### src/rtl/regarb_pkg.sv
package regarb_pkg;

    typedef enum logic [1:0] {
        OWN_LOOP  = 2'd0,
        OWN_DRAIN = 2'd1,
        OWN_USER  = 2'd2,
        OWN_LOCK  = 2'd3
    } owner_e;

    typedef struct packed {
        logic en;
        logic we;
    } strobe_t;

    localparam strobe_t STROBE_IDLE = '{en: 1'b0, we: 1'b0};

    function automatic logic loop_path_open(owner_e own, logic req);
        return (own == OWN_LOOP) && !req;
    endfunction

    function automatic logic loop_hears_ready(owner_e own);
        return (own == OWN_LOOP) || (own == OWN_DRAIN);
    endfunction

endpackage

### src/rtl/regarb_owner_fsm.sv
module regarb_owner_fsm
    import regarb_pkg::*;
(
    input  logic   clk,
    input  logic   rst,
    input  logic   usr_req_i,
    input  logic   loop_en_i,
    input  logic   port_rdy_i,
    output owner_e owner_o,
    output logic   busy_o,
    output logic   restart_o,
    output logic   halt_o
);

    owner_e own_q, own_d;
    logic   pend_q, pend_d;
    logic   loop_issue;

    assign loop_issue = loop_en_i && loop_path_open(own_q, usr_req_i);

    always_comb begin
        own_d  = own_q;
        pend_d = pend_q;
        if (loop_issue) begin
            pend_d = 1'b1;
        end else if (port_rdy_i) begin
            pend_d = 1'b0;
        end
        case (own_q)
            OWN_LOOP: begin
                if (usr_req_i) begin
                    own_d = (pend_q && !port_rdy_i) ? OWN_DRAIN : OWN_USER;
                end
            end
            OWN_DRAIN: begin
                if (port_rdy_i) begin
                    own_d = OWN_USER;
                end
            end
            OWN_USER: begin
                if (!usr_req_i) begin
                    own_d = OWN_LOCK;
                end
            end
            default: own_d = OWN_LOCK;
        endcase
    end

    always_ff @(posedge clk) begin
        if (rst) begin
            own_q  <= OWN_LOOP;
            pend_q <= 1'b0;
        end else begin
            own_q  <= own_d;
            pend_q <= pend_d;
        end
    end

    assign owner_o   = own_q;
    assign busy_o    = (own_q != OWN_USER);
    assign restart_o = (own_q != OWN_LOOP);
    assign halt_o    = (own_q != OWN_LOOP) || usr_req_i;

    // the grant only follows a sampled request
    assert_grant_needs_req_R3: assert property (@(posedge clk) disable iff (rst)
        $fell(busy_o) |-> $past(usr_req_i));

    // no grant while a loop write awaits its ready
    assert_no_grant_pending_R4: assert property (@(posedge clk) disable iff (rst)
        (own_q == OWN_USER) |-> !pend_q);

    // the lock holds until reset
    assert_lock_sticky_R8: assert property (@(posedge clk) disable iff (rst)
        (own_q == OWN_LOCK) |=> (own_q == OWN_LOCK) && busy_o);

    // once raised, the restart flag stays up until reset
    assert_restart_sticky_R9: assert property (@(posedge clk) disable iff (rst)
        restart_o |=> restart_o);

endmodule

### src/rtl/regarb_port_mux.sv
module regarb_port_mux
    import regarb_pkg::*;
#(
    parameter int ADDR_W = 8,
    parameter int DATA_W = 16
) (
    input  logic              clk,
    input  logic              rst,
    input  owner_e            owner_i,
    input  logic              usr_req_i,
    input  strobe_t           loop_stb_i,
    input  logic [ADDR_W-1:0] loop_addr_i,
    input  logic [DATA_W-1:0] loop_data_i,
    input  strobe_t           usr_stb_i,
    input  logic [ADDR_W-1:0] usr_addr_i,
    input  logic [DATA_W-1:0] usr_data_i,
    output strobe_t           port_stb_o,
    output logic [ADDR_W-1:0] port_addr_o,
    output logic [DATA_W-1:0] port_data_o
);

    always_comb begin
        port_stb_o  = STROBE_IDLE;
        port_addr_o = '0;
        port_data_o = '0;
        case (owner_i)
            OWN_LOOP: begin
                if (loop_path_open(owner_i, usr_req_i)) begin
                    port_stb_o = loop_stb_i;
                end
                port_addr_o = loop_addr_i;
                port_data_o = loop_data_i;
            end
            OWN_USER: begin
                port_stb_o  = usr_stb_i;
                port_addr_o = usr_addr_i;
                port_data_o = usr_data_i;
            end
            default: begin
                port_stb_o  = STROBE_IDLE;
            end
        endcase
    end

    // a raised request blocks loop strobes at once
    assert_req_blocks_loop_R5: assert property (@(posedge clk) disable iff (rst)
        (usr_req_i && owner_i == OWN_LOOP) |-> !port_stb_o.en && !port_stb_o.we);

    // nothing reaches the port while draining or locked
    assert_quiet_when_busy_R10: assert property (@(posedge clk) disable iff (rst)
        (owner_i == OWN_DRAIN || owner_i == OWN_LOCK) |-> (port_stb_o == STROBE_IDLE));

endmodule

### src/rtl/regarb_rdy_route.sv
module regarb_rdy_route
    import regarb_pkg::*;
(
    input  logic   clk,
    input  logic   rst,
    input  owner_e owner_i,
    input  logic   port_rdy_i,
    output logic   loop_rdy_o,
    output logic   usr_rdy_o
);

    assign loop_rdy_o = port_rdy_i && loop_hears_ready(owner_i);
    assign usr_rdy_o  = port_rdy_i && (owner_i == OWN_USER);

    // ready reaches at most one side
    assert_rdy_one_side_R7: assert property (@(posedge clk) disable iff (rst)
        $onehot0({loop_rdy_o, usr_rdy_o}));

endmodule

### src/rtl/regport_arbiter.sv
module regport_arbiter
    import regarb_pkg::*;
#(
    parameter int ADDR_W = 8,
    parameter int DATA_W = 16
) (
    input  logic              clk,
    input  logic              rst,
    input  logic              loop_en_i,
    input  logic              loop_we_i,
    input  logic [ADDR_W-1:0] loop_addr_i,
    input  logic [DATA_W-1:0] loop_data_i,
    output logic              loop_rdy_o,
    output logic              loop_halt_o,
    input  logic              usr_req_i,
    input  logic              usr_en_i,
    input  logic              usr_we_i,
    input  logic [ADDR_W-1:0] usr_addr_i,
    input  logic [DATA_W-1:0] usr_data_i,
    output logic              usr_rdy_o,
    output logic              usr_busy_o,
    output logic              port_en_o,
    output logic              port_we_o,
    output logic [ADDR_W-1:0] port_addr_o,
    output logic [DATA_W-1:0] port_data_o,
    input  logic              port_rdy_i,
    output logic              restart_o
);

    owner_e  owner;
    strobe_t loop_stb, usr_stb, port_stb;

    assign loop_stb = '{en: loop_en_i, we: loop_we_i};
    assign usr_stb  = '{en: usr_en_i,  we: usr_we_i};

    regarb_owner_fsm u_fsm (
        .clk        (clk),
        .rst        (rst),
        .usr_req_i  (usr_req_i),
        .loop_en_i  (loop_en_i),
        .port_rdy_i (port_rdy_i),
        .owner_o    (owner),
        .busy_o     (usr_busy_o),
        .restart_o  (restart_o),
        .halt_o     (loop_halt_o)
    );

    regarb_port_mux #(.ADDR_W(ADDR_W), .DATA_W(DATA_W)) u_mux (
        .clk         (clk),
        .rst         (rst),
        .owner_i     (owner),
        .usr_req_i   (usr_req_i),
        .loop_stb_i  (loop_stb),
        .loop_addr_i (loop_addr_i),
        .loop_data_i (loop_data_i),
        .usr_stb_i   (usr_stb),
        .usr_addr_i  (usr_addr_i),
        .usr_data_i  (usr_data_i),
        .port_stb_o  (port_stb),
        .port_addr_o (port_addr_o),
        .port_data_o (port_data_o)
    );

    regarb_rdy_route u_rdy (
        .clk        (clk),
        .rst        (rst),
        .owner_i    (owner),
        .port_rdy_i (port_rdy_i),
        .loop_rdy_o (loop_rdy_o),
        .usr_rdy_o  (usr_rdy_o)
    );

    assign port_en_o = port_stb.en;
    assign port_we_o = port_stb.we;

    // a granted user strobe reaches the port in the same cycle
    assert_user_passes_R6: assert property (@(posedge clk) disable iff (rst)
        (!usr_busy_o && usr_en_i) |-> port_en_o && (port_addr_o == usr_addr_i));

endmodule

### config.mk
export PLATFORM = sky130hd
export DESIGN_NAME = regport_arbiter
export DESIGN_NICKNAME = d
export VERILOG_FILES = /design/src/rtl/regarb_pkg.sv /design/src/rtl/regarb_owner_fsm.sv /design/src/rtl/regarb_port_mux.sv /design/src/rtl/regarb_rdy_route.sv /design/src/rtl/regport_arbiter.sv
export SDC_FILE = /design/constraint.sdc
export NUM_CORES = 1
export LEC_CHECK = 0
export ABC_AREA = 1
export ABC_CLOCK_PERIOD_IN_PS = 1270
export BUFFER_PORTS_ARGS = -buffer_cell sky130_fd_sc_hd__buf_2
export CELL_PAD_IN_SITES_DETAIL_PLACEMENT = 0
export CELL_PAD_IN_SITES_GLOBAL_PLACEMENT = 1
export CORE_AREA = 2 2 66 68
export DETAILED_ROUTE_END_ITERATION = 8
export DIE_AREA = 0 0 68 70
export GPL_TIMING_DRIVEN = 0
export PLACE_DENSITY_LB_ADDON = 0.1
export SETUP_SLACK_MARGIN = 0.1
export SYNTH_ARGS = -nofsm -noshare
export SYNTH_HDL_FRONTEND = slang
export SYNTH_SLANG_ARGS = --single-unit
### constraint.sdc
create_clock -name clk -period 1.27 [get_ports clk]
set_input_delay 0.254 -clock clk [delete_from_list [all_inputs] [get_ports clk]]
set_output_delay 0.254 -clock clk [all_outputs]
set_load 0.01 [all_outputs]
==> results of run 1 <==
==> path summary, 6_finish.rpt <==
kind	from	cells past startpoint	slack [ns]	to
worst min-delay path	rst	2	0.24	u_fsm.owner_o[0]
worst max register to register	u_fsm.owner_o[1]	9	0.06	u_fsm.owner_o[0]
worst max-delay path	u_fsm.owner_o[1]	6	-0.15	port_addr_o[7]
worst min register to register	u_fsm.pend_q	2	0.50	u_fsm.pend_q
==> power by group through the flow <==
stage	sequential (mW)	clock [mW]	combinational [mW]
3_3_place_gp	0.122	0	0.727
6_report	0.127	0.282	0.992
2_1_floorplan	0.120	0	0.414
4_1_cts	0.126	0.289	0.948
5_1_grt	0.130	0.295	1.10
3_5_place_dp	0.122	0	0.730
==> critical path, cell delays in order, from the launching register on <==
cell and delay [ns]:
dfxtp_4 0.35, nor2_4 0.11, buf_6 0.13, buf_6 0.12, nand2_1 0.06, nand2_1 0.05, buf_2 0.12
==> kinds of logic (layout without fill, tap and decap cells) <==
kind of cell	count (synthesis)	in the layout
DFF	3	3
buffers and inverters	14	116
and+or+nand+nor	96	96
AOI/OAI and AO/OA	1	1
==> routing by layer <==
metal	routed length, microns	GRT usage	up-vias	share of wire
li1	-	-	569	-
met1	1137	0.1423	454	0.40
met2	1425	0.2255	57	0.50
met3	276	0.02093	4	0.096
met4	21	0.02667	0	0.0073
met5	0	0	-	0
==> registers in the layout, indices dropped and copies added, names as in the netlist <==
register,count
u_fsm.owner_o,2
u_fsm.pend_q,1
==> stage by stage <==
step	power [mW]	hold WS (ns)	cell area, sq um	utilization
after floorplan	0.5344	0.3231	549.3	-
after global placement	0.8486	0.4557	1045	0.2521
after detailed placement	0.8521	0.4600	1045	0.2521
after CTS	1.363	0.2137	1300	0.3137
after global routing	1.524	0.2458	1365	0.3294
final	1.401	0.2371	1365	0.3294
==> synth_stat cells <==
master / instances / area share
inv_1: 5 / 0.034
buf_6: 2 / 0.041
nand2_2: 1 / 0.011
buf_2: 4 / 0.036
nand2_1: 58 / 0.40
inv_2: 2 / 0.014
dfxtp_1: 3 / 0.11
nor2_1: 6 / 0.041
nand3_1: 29 / 0.26
buf_4: 1 / 0.014
nor2_4: 1 / 0.020
nor3_1: 1 / 0.0091
a21oi_1: 1 / 0.0091
==> final cells by class <==
| cell class | instances | share of cell area |
|---|---|---|
| tap | 52 | 0.04766 |
| sequential | 3 | 0.04950 |
| timing repair buffer | 98 | 0.4335 |
| buffer | 7 | 0.06599 |
| clock buffer | 4 | 0.03300 |
| inverter | 7 | 0.02291 |
| multi-input combinational | 97 | 0.3474 |
==> timing repair <==
item | 4_1_cts | 5_1_grt
pin swaps | 6 | 8
gates resized for setup | 33 | 20
cloned | 3 | 0
setup buffers | 9 | 1
setup endpoints to repair | 31 | 34
==> results by group, run 1 <==
Outcome
  • Status: complete, but fails checks
  • Failing checks: negative setup slack

Pwr
  • Peak supply drop: 0.6113 mV
  • Clock group share of total power: 0.201
  • Psw: approximately 0.58 mW
  • Switching share of power: 0.4129
  • Leak Pwr: 0.8426 nW
  • Power density cells: 1026 nW/um^2
  • Seq pwr share: 0.091
  • Pint: around 0.8 mW
  • Combinational power share: 0.708

Clocking
  • CTS sink cnt: 3
  • Cts bufs inserted: 3
  • Clock-pin slew on the worst setup and hold paths: about 0.03 ns
  • Max clock buf depth: 2
  • Root Buffer: clkbuf_8
  • Clk Latency, worst-skew pair: about 0.22 ns
  • H-tree depth: 1
  • CTS tree: built
  • Post-CTS Hold Fix Bufs: 0

Placed design
  • Final GP Congestion: between 0.7 and 0.8
  • Buffers on Ports: 86
  • HPWL Detailed: around 2000 microns
  • Pre-CTS setup slack: -0.1185 ns
  • Cells after DPL: between 200 and 300

Drt
  • Drt first pass iters: 4
  • Final ANT Viol Nets: 0
  • Drt wl/cell: roughly 11 microns
  • Via density per instance: between 4 and 5
  • Total wire length: roughly 2900 microns
  • DRC viols: 0
  • Vias: about 1,100
  • 1st-iter DRT viols: 20

Timing
  • Slew Viols, Final: 0
  • Worst-Margin Slew: between 0.15 and 0.2 ns
  • RSZ-0062 raised after global routing: true
  • Setup TNS: -3.701 ns
  • Max Freq: between 700 and 800 MHz
  • Fin worst setup slack: -0.1516 ns
  • Final setup violation count: 29
  • Tmin final: 1.422 ns
  • Skew final: slightly below 0.004 ns
  • Final period utilization: 1.119
  • Slew HR: 0.8729
  • Hold Vio Cnt, Final: 0

Final layout
  • Register area: roughly 68 sq um
  • Ant diodes: 0
  • Footprint of the multi-input gates: between 400 and 500 sq um
  • Final nets: ~270
  • Most common cell after layout, fill and taps aside: buf_2
  • Most frequent cells in the layout: buf_2 (82), nand2_1 (42), nand3_1 (28), nand2_2 (16), buf_6 (15)
  • Fillcell total: roughly 500
  • Layout Cells excl Fill: 268
  • Layout cell share with drive strength beyond 1: 0.6157
  • Area grow syn2layout: 148.5%

Logic synthesis
  • Synth Area in Simple Gates: 0.7426
  • Synth Area in XOR/XNOR: 0
  • Synth cell types: 13
  • Synth Area in Compound Gates: 0.009112
  • Post-Synthesis Cell Area: roughly 550 sq um
  • Post-synthesis net count: 170
  • Combinational family with the most area after synthesis: simple AND/OR/NAND/NOR gates
  • Synth Instances: ~110
  • Mux cell area share after synthesis: 0
  • Synthesized flop and latch total: 3
  • Post-synthesis adder-cell area fraction: 0
  • Syn avg cell area: 4.818 sq um
  • Synthesis warning total: 0
  • Sequential share of the synthesized area: 0.1093

Die
  • Number of core rows: 24
  • Chip width: 68 microns
  • Initial Util: 0.1325
  • Core area: between 4000 and 5000 sq um
  • Die area: 4760 sq um
  • Die Y: approximately 70 microns
  • # IOs: 87

Min path
  • Hold Path Class: input pin to register

Worst setup path
  • Crit path launch type: register
  • Req. time, crit path: between 1 and 1.5 ns
  • Arrival @ worst endpoint: between 1 and 1.5 ns
  • Critical Path Sink Type: primary output
  • Critical path class: register to primary output
  • Worst-path fanout max: 5

GRT
  • First-pass GRT wire length: ~4600 microns
  • Grt total ovfl: 0
  • GR Util All Layers: 0.1224
  • Largest net degree at the start of global routing: 11
  • Initial antenna violation count: 0
  • Vias in the first global route: ~1,000

Flow run
  • Max cap viols: 0
Power figures use the tool's default switching activity.
==> run 2: changes to the inputs <==
ABC_CLOCK_PERIOD_IN_PS = 1300   (was 1270)
BUFFER_PORTS_ARGS = -buffer_cell sky130_fd_sc_hd__buf_4   (was -buffer_cell sky130_fd_sc_hd__buf_2)
CORE_AREA = 2 2 69 71   (was 2 2 66 68)
DIE_AREA = 0 0 71 73   (was 0 0 68 70)
clock period = 1.3 ns   (was 1.27 ns; I/O delays follow)
==> run 2 against run 1 <==
The run still ends with negative setup slack left. Sequential share of layout area is 1.0 points lower. Largest power group unchanged. Cell count is 1.5% higher. Worst setup slack better by 0.0038 ns. Register-to-register slack hardly changed. Sequential power is 3% lower. Wire length is 8.1% higher. Worst hold slack worse by 0.018 ns. Combinational power is 28% higher. Die area is 8.9% higher. Clock skew is 0.0036 ns lower. Core utilization is 4.8 points higher. First-iteration DRC count is 70% lower.
==> results by group, run 2 (synthesized netlist as in run 1, its figures left out) <==
Clocking
  • Clock-pin slew on the worst setup and hold paths: 0.03 ns (about the same)
  • Clk Latency, worst-skew pair: 0.21 ns (was 0.22 ns)
  • CTS tree: built (unchanged)
  • Root Buffer: clkbuf_8 (unchanged)
  • CTS sink cnt: 3 (unchanged)
  • Max clock buf depth: 2 (unchanged)
  • H-tree depth: 1 (unchanged)
  • Cts bufs inserted: 3 (unchanged)

GRT
  • Grt total ovfl: 0 (unchanged)
  • First-pass GRT wire length: 4830 microns (was 4643 microns)
  • GR Util All Layers: 0.1126 (was 0.1224)
  • Vias in the first global route: 1,046 (was 1,047)
  • Largest net degree at the start of global routing: 11 (unchanged)
  • Initial antenna violation count: 0 (unchanged)

Drt
  • Metal3 WL: 231 microns (was 276 microns)
  • Vias: 1,119 (was 1,084)
  • Drt first pass iters: 4 (unchanged)
  • Total wire length: 3094 microns (was 2861 microns)
  • Final ANT Viol Nets: 0 (unchanged)
  • Met1 wire length: 1173 microns (was 1137 microns)
  • 1st-iter DRT viols: 6 (was 20)
  • Drt wl/cell: 11.38 microns (was 10.68 microns)
  • DRC viols: 0 (unchanged)
  • Via density per instance: 4.114 (was 4.045)
  • Top layer in use: met3 (was met4)
  • Met2 WL: 1689 microns (was 1425 microns)

Final layout
  • Ant diodes: 0 (unchanged)
  • Most common cell after layout, fill and taps aside: buf_4 (was buf_2)
  • Most frequent cells in the layout: buf_4 (71), nand2_2 (29), buf_6 (29), nand3_1 (28), nand2_1 (27) (was buf_2 (82), nand2_1 (42), nand3_1 (28), nand2_2 (16), buf_6 (15))
  • Area grow syn2layout: 211.8% (was 148.5%)
  • Max reg flops: 2 (unchanged)
  • Fillcell total: 497 (was 489)
  • Layout cell share with drive strength beyond 1: 0.6927 (was 0.6157)
  • Final nets: 275 (was 273)
  • Final core utilization: 0.3777 (was 0.3294)

Timing
  • Worst-Margin Slew: 0.1988 ns (was 0.1905 ns)
  • Slew Viols, Final: 0 (unchanged)
  • Setup TNS: -3.620 ns (was -3.701 ns)
  • Slew HR: 0.8673 (was 0.8729)
  • Fin worst setup slack: -0.1478 ns (was -0.1516 ns)
  • Final period utilization: 1.114
  • Hold WS: 0.2190 ns (was 0.2371 ns)
  • RSZ-0062 raised after global routing: true (unchanged)
  • Tmin final: between 1 and 1.5 ns
  • Hold Vio Cnt, Final: 0 (unchanged)
  • Max Freq: about 700 MHz
  • Skew final: 0.0002602 ns (was 0.003869 ns)
  • Final setup violation count: 29 (unchanged)

Worst setup path
  • Arrival @ worst endpoint: 1.19 ns (was 1.17 ns)
  • FF-to-FF path depth: 9 (unchanged)
  • Req. time, crit path: 1.04 ns (was 1.02 ns)
  • Critical path class: register to primary output (unchanged)
  • Crit path launch type: register (unchanged)
  • Worst-path fanout max: 5 (unchanged)
  • Critical Path Sink Type: primary output (unchanged)

Placed design
  • Final GP Congestion: 0.7252 (was 0.7611)
  • HPWL Detailed: 2157 microns (was 2036 microns)
  • Buffers on Ports: 86 (unchanged)

Outcome
  • Failing checks: negative setup slack (unchanged)
  • Status: complete, but fails checks (unchanged)

Min path
  • Hold Path Class: input pin to register (unchanged)
  • Hold Path Depth: 2 (unchanged)

Die
  • Chip width: 71 microns (was 68 microns)
  • Initial Util: 0.1211 (was 0.1325)
  • Die Y: 73 microns (was 70 microns)
  • # IOs: 87 (unchanged)
  • Die area: 5183 sq um (was 4760 sq um)
  • Number of core rows: 25 (was 24)
  • Core area: 4536 sq um (was 4144 sq um)

Flow run
  • Max cap viols: 0 (unchanged)

Pwr
  • Leak Pwr: 0.9471 nW (was 0.8426 nW)
  • Peak supply drop: 0.8500 mV (was 0.6113 mV)
  • Power density cells: 968.7 nW/um^2 (was 1026 nW/um^2)
==> run 2: changes by cell type in the layout (fill, tap and decap cells not counted) <==
cell     before  now
inv_1         5    4
buf_8         3    5
nand2_4       1    3
buf_4         4   71
buf_2        82    0
nand2_2      16   29
nand2_1      42   27
buf_6        15   29
inv_2         0    2
buf_12        0    1
inv_4         2    1
==> run 2: metal layers <==
| layer | up-vias | GRT usage |
|---|---|---|
| met5 | - | 0 |
| li1 | 571 | - |
| met4 | 0 | 0.006289 |
| met2 | 43 | 0.2108 |
| met3 | 0 | 0.02762 |
| met1 | 505 | 0.1363 |
==> run 2: worst paths after layout <==
| kind | to | startpoint | slack [ns] |
|---|---|---|---|
| worst max-delay path | port_data_o[7] | u_fsm.owner_o[1] | -0.15 |
| worst max register to register | u_fsm.owner_o[0] | u_fsm.owner_o[1] | 0.06 |
| worst min-delay path | u_fsm.owner_o[0] | rst | 0.22 |
| worst min register to register | u_fsm.pend_q | u_fsm.pend_q | 0.52 |
==> run 2: critical path: stages, from the launching register on <==
cell and delay (ns):
dfxtp_4 0.35, nor2_4 0.15, buf_12 0.14, buf_8 0.13
nand2_2 0.05, nand2_2 0.06, buf_6 0.09
==> run 2: stage by stage <==
step                worst slack (ns)  instances  area (sq um)  total power, mW
global placement            -0.08900        254          1262           0.9766
detailed placement           -0.1054        254          1262           0.9804
finish                       -0.1478        272          1713            1.659
global route                 -0.2019        272          1713            1.784
floorplan                     0.1721        114         549.3           0.5221
CTS                          -0.1398        270          1592            1.571
==> run 2: report_power, final <==
group          total [mW]  internal (mW)  switching, mW  leakage, nW
clock               0.268          0.209         0.0587       0.0228
combinational        1.27          0.721          0.547        0.898
sequential          0.123          0.107         0.0167       0.0260
total                1.66           1.04          0.623        0.947
==> run 2: final cells by class <==
class | instances | area (sq um) | share of cell area
buffer | 7 | 86.33 | 0.05040
clock buffer | 4 | 45.04 | 0.02630
inverter | 7 | 28.78 | 0.01680
multi-input combinational | 97 | 521.8 | 0.3046
sequential | 3 | 67.56 | 0.03944
tap | 54 | 67.56 | 0.03944
timing repair buffer | 100 | 895.9 | 0.5230
==> run 2: what timing repair did <==
item / 4_1_cts / 5_1_grt
gates cloned: 3 / 0
setup endpoints to repair: 31 / 32
setup buffers: 9 / 3
hold buffers: 0 / 0
pin swaps: 6 / 15
gates resized for setup: 55 / 34
==> run 3: changes to the inputs <==
ABC_CLOCK_PERIOD_IN_PS = 1190   (was 1300)
CTS_CLUSTER_SIZE = 28   (was default)
clock period = 1.19 ns   (was 1.3 ns; I/O delays follow)
==> run 3 against run 2 <==
Worst hold slack lost 0.035 ns. Core utilization grew 1.1 points. The flow still finishes with violations (negative setup slack). First-iteration DRC count up 33%. Flip-flop and latch count stayed put. Largest cell class unchanged. Clock-buffer cell count unchanged. Cell count unchanged. Clock skew is 0.0012 ns higher. Clock power increased by 12%. Sequential share of layout area decreased by 0.11 points. Wire length grew 5.3%. Register-to-register slack lost 0.13 ns. Critical endpoint is now port_data_o[13]. Non-clock buffer count unchanged.
==> results by group, run 3 (synthesized netlist as in run 1, its figures left out) <==
Outcome
  • Status: complete, but fails checks (unchanged)
  • Failing checks: negative setup slack (unchanged)

Timing
  • Max Freq: roughly 690 MHz
  • Hold Vio Cnt, Final: 0 (unchanged)
  • Worst-Margin Slew: 0.2024 ns (was 0.1988 ns)
  • Final setup violation count: 32 (was 29)
  • Hold WS: 0.1842 ns (was 0.2190 ns)
  • RSZ-0062 raised after global routing: true (unchanged)
  • Slew Viols, Final: 0 (unchanged)
  • Final period utilization: 1.213
  • Tmin final: 1.443 ns
  • Skew final: 0.001459 ns (was 0.0002602 ns)
  • Slew HR: 0.8649 (was 0.8673)
  • Setup TNS: -6.756 ns (was -3.620 ns)
  • Fin worst setup slack: -0.2530 ns (was -0.1478 ns)

Clocking
  • Max clock buf depth: 2 (unchanged)
  • Root Buffer: clkbuf_8 (unchanged)
  • H-tree depth: 1 (unchanged)
  • Clk Latency, worst-skew pair: 0.22 ns (was 0.21 ns)
  • Cts bufs inserted: 3 (unchanged)
  • CTS tree: built (unchanged)
  • Clock-pin slew on the worst setup and hold paths: 0.03 ns (about the same)
  • Post-CTS Hold Fix Bufs: 0 (unchanged)
  • CTS sink cnt: 3 (unchanged)

Worst setup path
  • Slowest-stage cell, CP: dfxtp_4 (unchanged)
  • Req. time, crit path: 0.95 ns (was 1.04 ns)
  • CP peak stage delay: 0.35 ns (about the same)
  • Critical Path Sink Type: primary output (unchanged)
  • Cell Chain, Critical Path: nor2_4 -> buf_12 -> buf_8 -> nand2_4 -> nand2_2 -> buf_6 (was nor2_4 -> buf_12 -> buf_8 -> nand2_2 -> nand2_2 -> buf_6)
  • Crit path launch type: register (unchanged)
  • Worst-path fanout max: 5 (unchanged)
  • Arrival @ worst endpoint: 1.21 ns (was 1.19 ns)
  • CP top delay family: buffers and inverters (unchanged)
  • R2r setup slk: -0.07 ns (was 0.06 ns)
  • Critical path class: register to primary output (unchanged)
  • Buffer and inverter count on the worst path: 3 (unchanged)

Final layout
  • Area grow syn2layout: 221.2% (was 211.8%)
  • Final nets: 275 (unchanged)
  • Max reg flops: 2 (unchanged)
  • Ant diodes: 0 (unchanged)
  • Most common cell after layout, fill and taps aside: buf_4 (unchanged)
  • Most frequent cells in the layout: buf_4 (66), nand2_2 (41), buf_6 (33), nand3_1 (28), nand2_1 (15) (was buf_4 (71), nand2_2 (29), buf_6 (29), nand3_1 (28), nand2_1 (27))
  • Fillcell total: 496 (was 497)
  • Layout cell share with drive strength beyond 1: 0.7431 (was 0.6927)

Die
  • Die area: 5183 sq um (unchanged)
  • Initial Util: 0.1211 (unchanged)
  • Core area: 4536 sq um (unchanged)
  • # IOs: 87 (unchanged)
  • Die Y: 73 microns (unchanged)
  • Chip width: 71 microns (unchanged)
  • Number of core rows: 25 (unchanged)

GRT
  • Met2 GRT Util: 0.2056 (was 0.2108)
  • GR peak layer: met2 (unchanged)
  • GR Util All Layers: 0.1108 (was 0.1126)
  • Grt total ovfl: 0 (unchanged)
  • Largest net degree at the start of global routing: 11 (unchanged)
  • Grt met1 use: 0.1319 (was 0.1363)
  • Vias in the first global route: 1,023 (was 1,046)
  • First-pass GRT wire length: 4698 microns (was 4830 microns)
  • Initial antenna violation count: 0 (unchanged)
  • Met3 Use GR: 0.02072 (was 0.02762)

Drt
  • 1st-iter DRT viols: 8 (was 6)
  • Final ANT Viol Nets: 0 (unchanged)
  • Drt wl/cell: 11.98 microns (was 11.38 microns)
  • Vias: 1,132 (was 1,119)
  • Total wire length: 3258 microns (was 3094 microns)
  • Drt first pass iters: 4 (unchanged)
  • Via density per instance: 4.162 (was 4.114)
  • DRC viols: 0 (unchanged)

Pwr
  • Power density cells: 1076 nW/um^2 (was 968.7 nW/um^2)
  • Leak Pwr: 0.9548 nW (was 0.9471 nW)
  • Peak supply drop: 0.6918 mV (was 0.8500 mV)

Placed design
  • HPWL Detailed: 2238 microns (was 2157 microns)
  • Pre-CTS setup slack: -0.1310 ns (was -0.1054 ns)
  • Buffers on Ports: 86 (unchanged)
  • Final GP Congestion: 0.7404 (was 0.7252)

Min path
  • Hold Path Class: input pin to register (unchanged)

Flow run
  • Max cap viols: 0 (unchanged)
[run 3: final timing paths]
check / startpoint / to / depth (start not counted)
worst min-delay path: rst / u_fsm.owner_o[0] / 2
worst min register to register: u_fsm.pend_q / u_fsm.pend_q / 2
worst max-delay path: u_fsm.owner_o[0] / port_data_o[13] / 6
worst max register to register: u_fsm.owner_o[0] / u_fsm.owner_o[0] / 9
[run 3: layer usage]
| layer | vias up | wire (microns) |
|---|---|---|
| li1 | 571 | - |
| met2 | 43 | 1845 |
| met5 | - | 0 |
| met3 | 3 | 212 |
| met1 | 515 | 1175 |
| met4 | 0 | 24 |
[run 3: power breakdown]
group,switching (mW),internal (mW),leakage [nW],total (mW)
clock,0.0713,0.229,0.0228,0.300
combinational,0.631,0.832,0.906,1.46
sequential,0.0188,0.116,0.0260,0.135
[run 3: area by class of cell]
cell class                      count  area, sq um  area share
Buffer                              7        86.33     0.04894
Clock buffer                        4        45.04     0.02553
Inverter                            7        31.28     0.01773
Multi-Input combinational cell     97        548.0      0.3106
Sequential cell                     3        67.56     0.03830
Tap cell                           54        67.56     0.03830
Timing Repair Buffer              100        918.4      0.5206
[run 3: through the flow]
step	util	area, sq um	power, mW	instances
3_3_place_gp	0.2803	1271	1.081	254
4_1_cts	0.3404	1544	1.664	269
5_1_grt	0.3890	1764	2.027	272
2_1_floorplan	-	558.0	0.5828	114
3_5_place_dp	0.2803	1271	1.080	254
6_report	0.3890	1764	1.898	272
[run 3: repair_timing]
| action | in CTS | in global routing |
|---|---|---|
| buffers inserted | 8 | 4 |
| gates resized for setup | 39 | 65 |
| pin swaps | 4 | 15 |
| setup endpoints to repair | 33 | 32 |
| gates cloned | 3 | 0 |
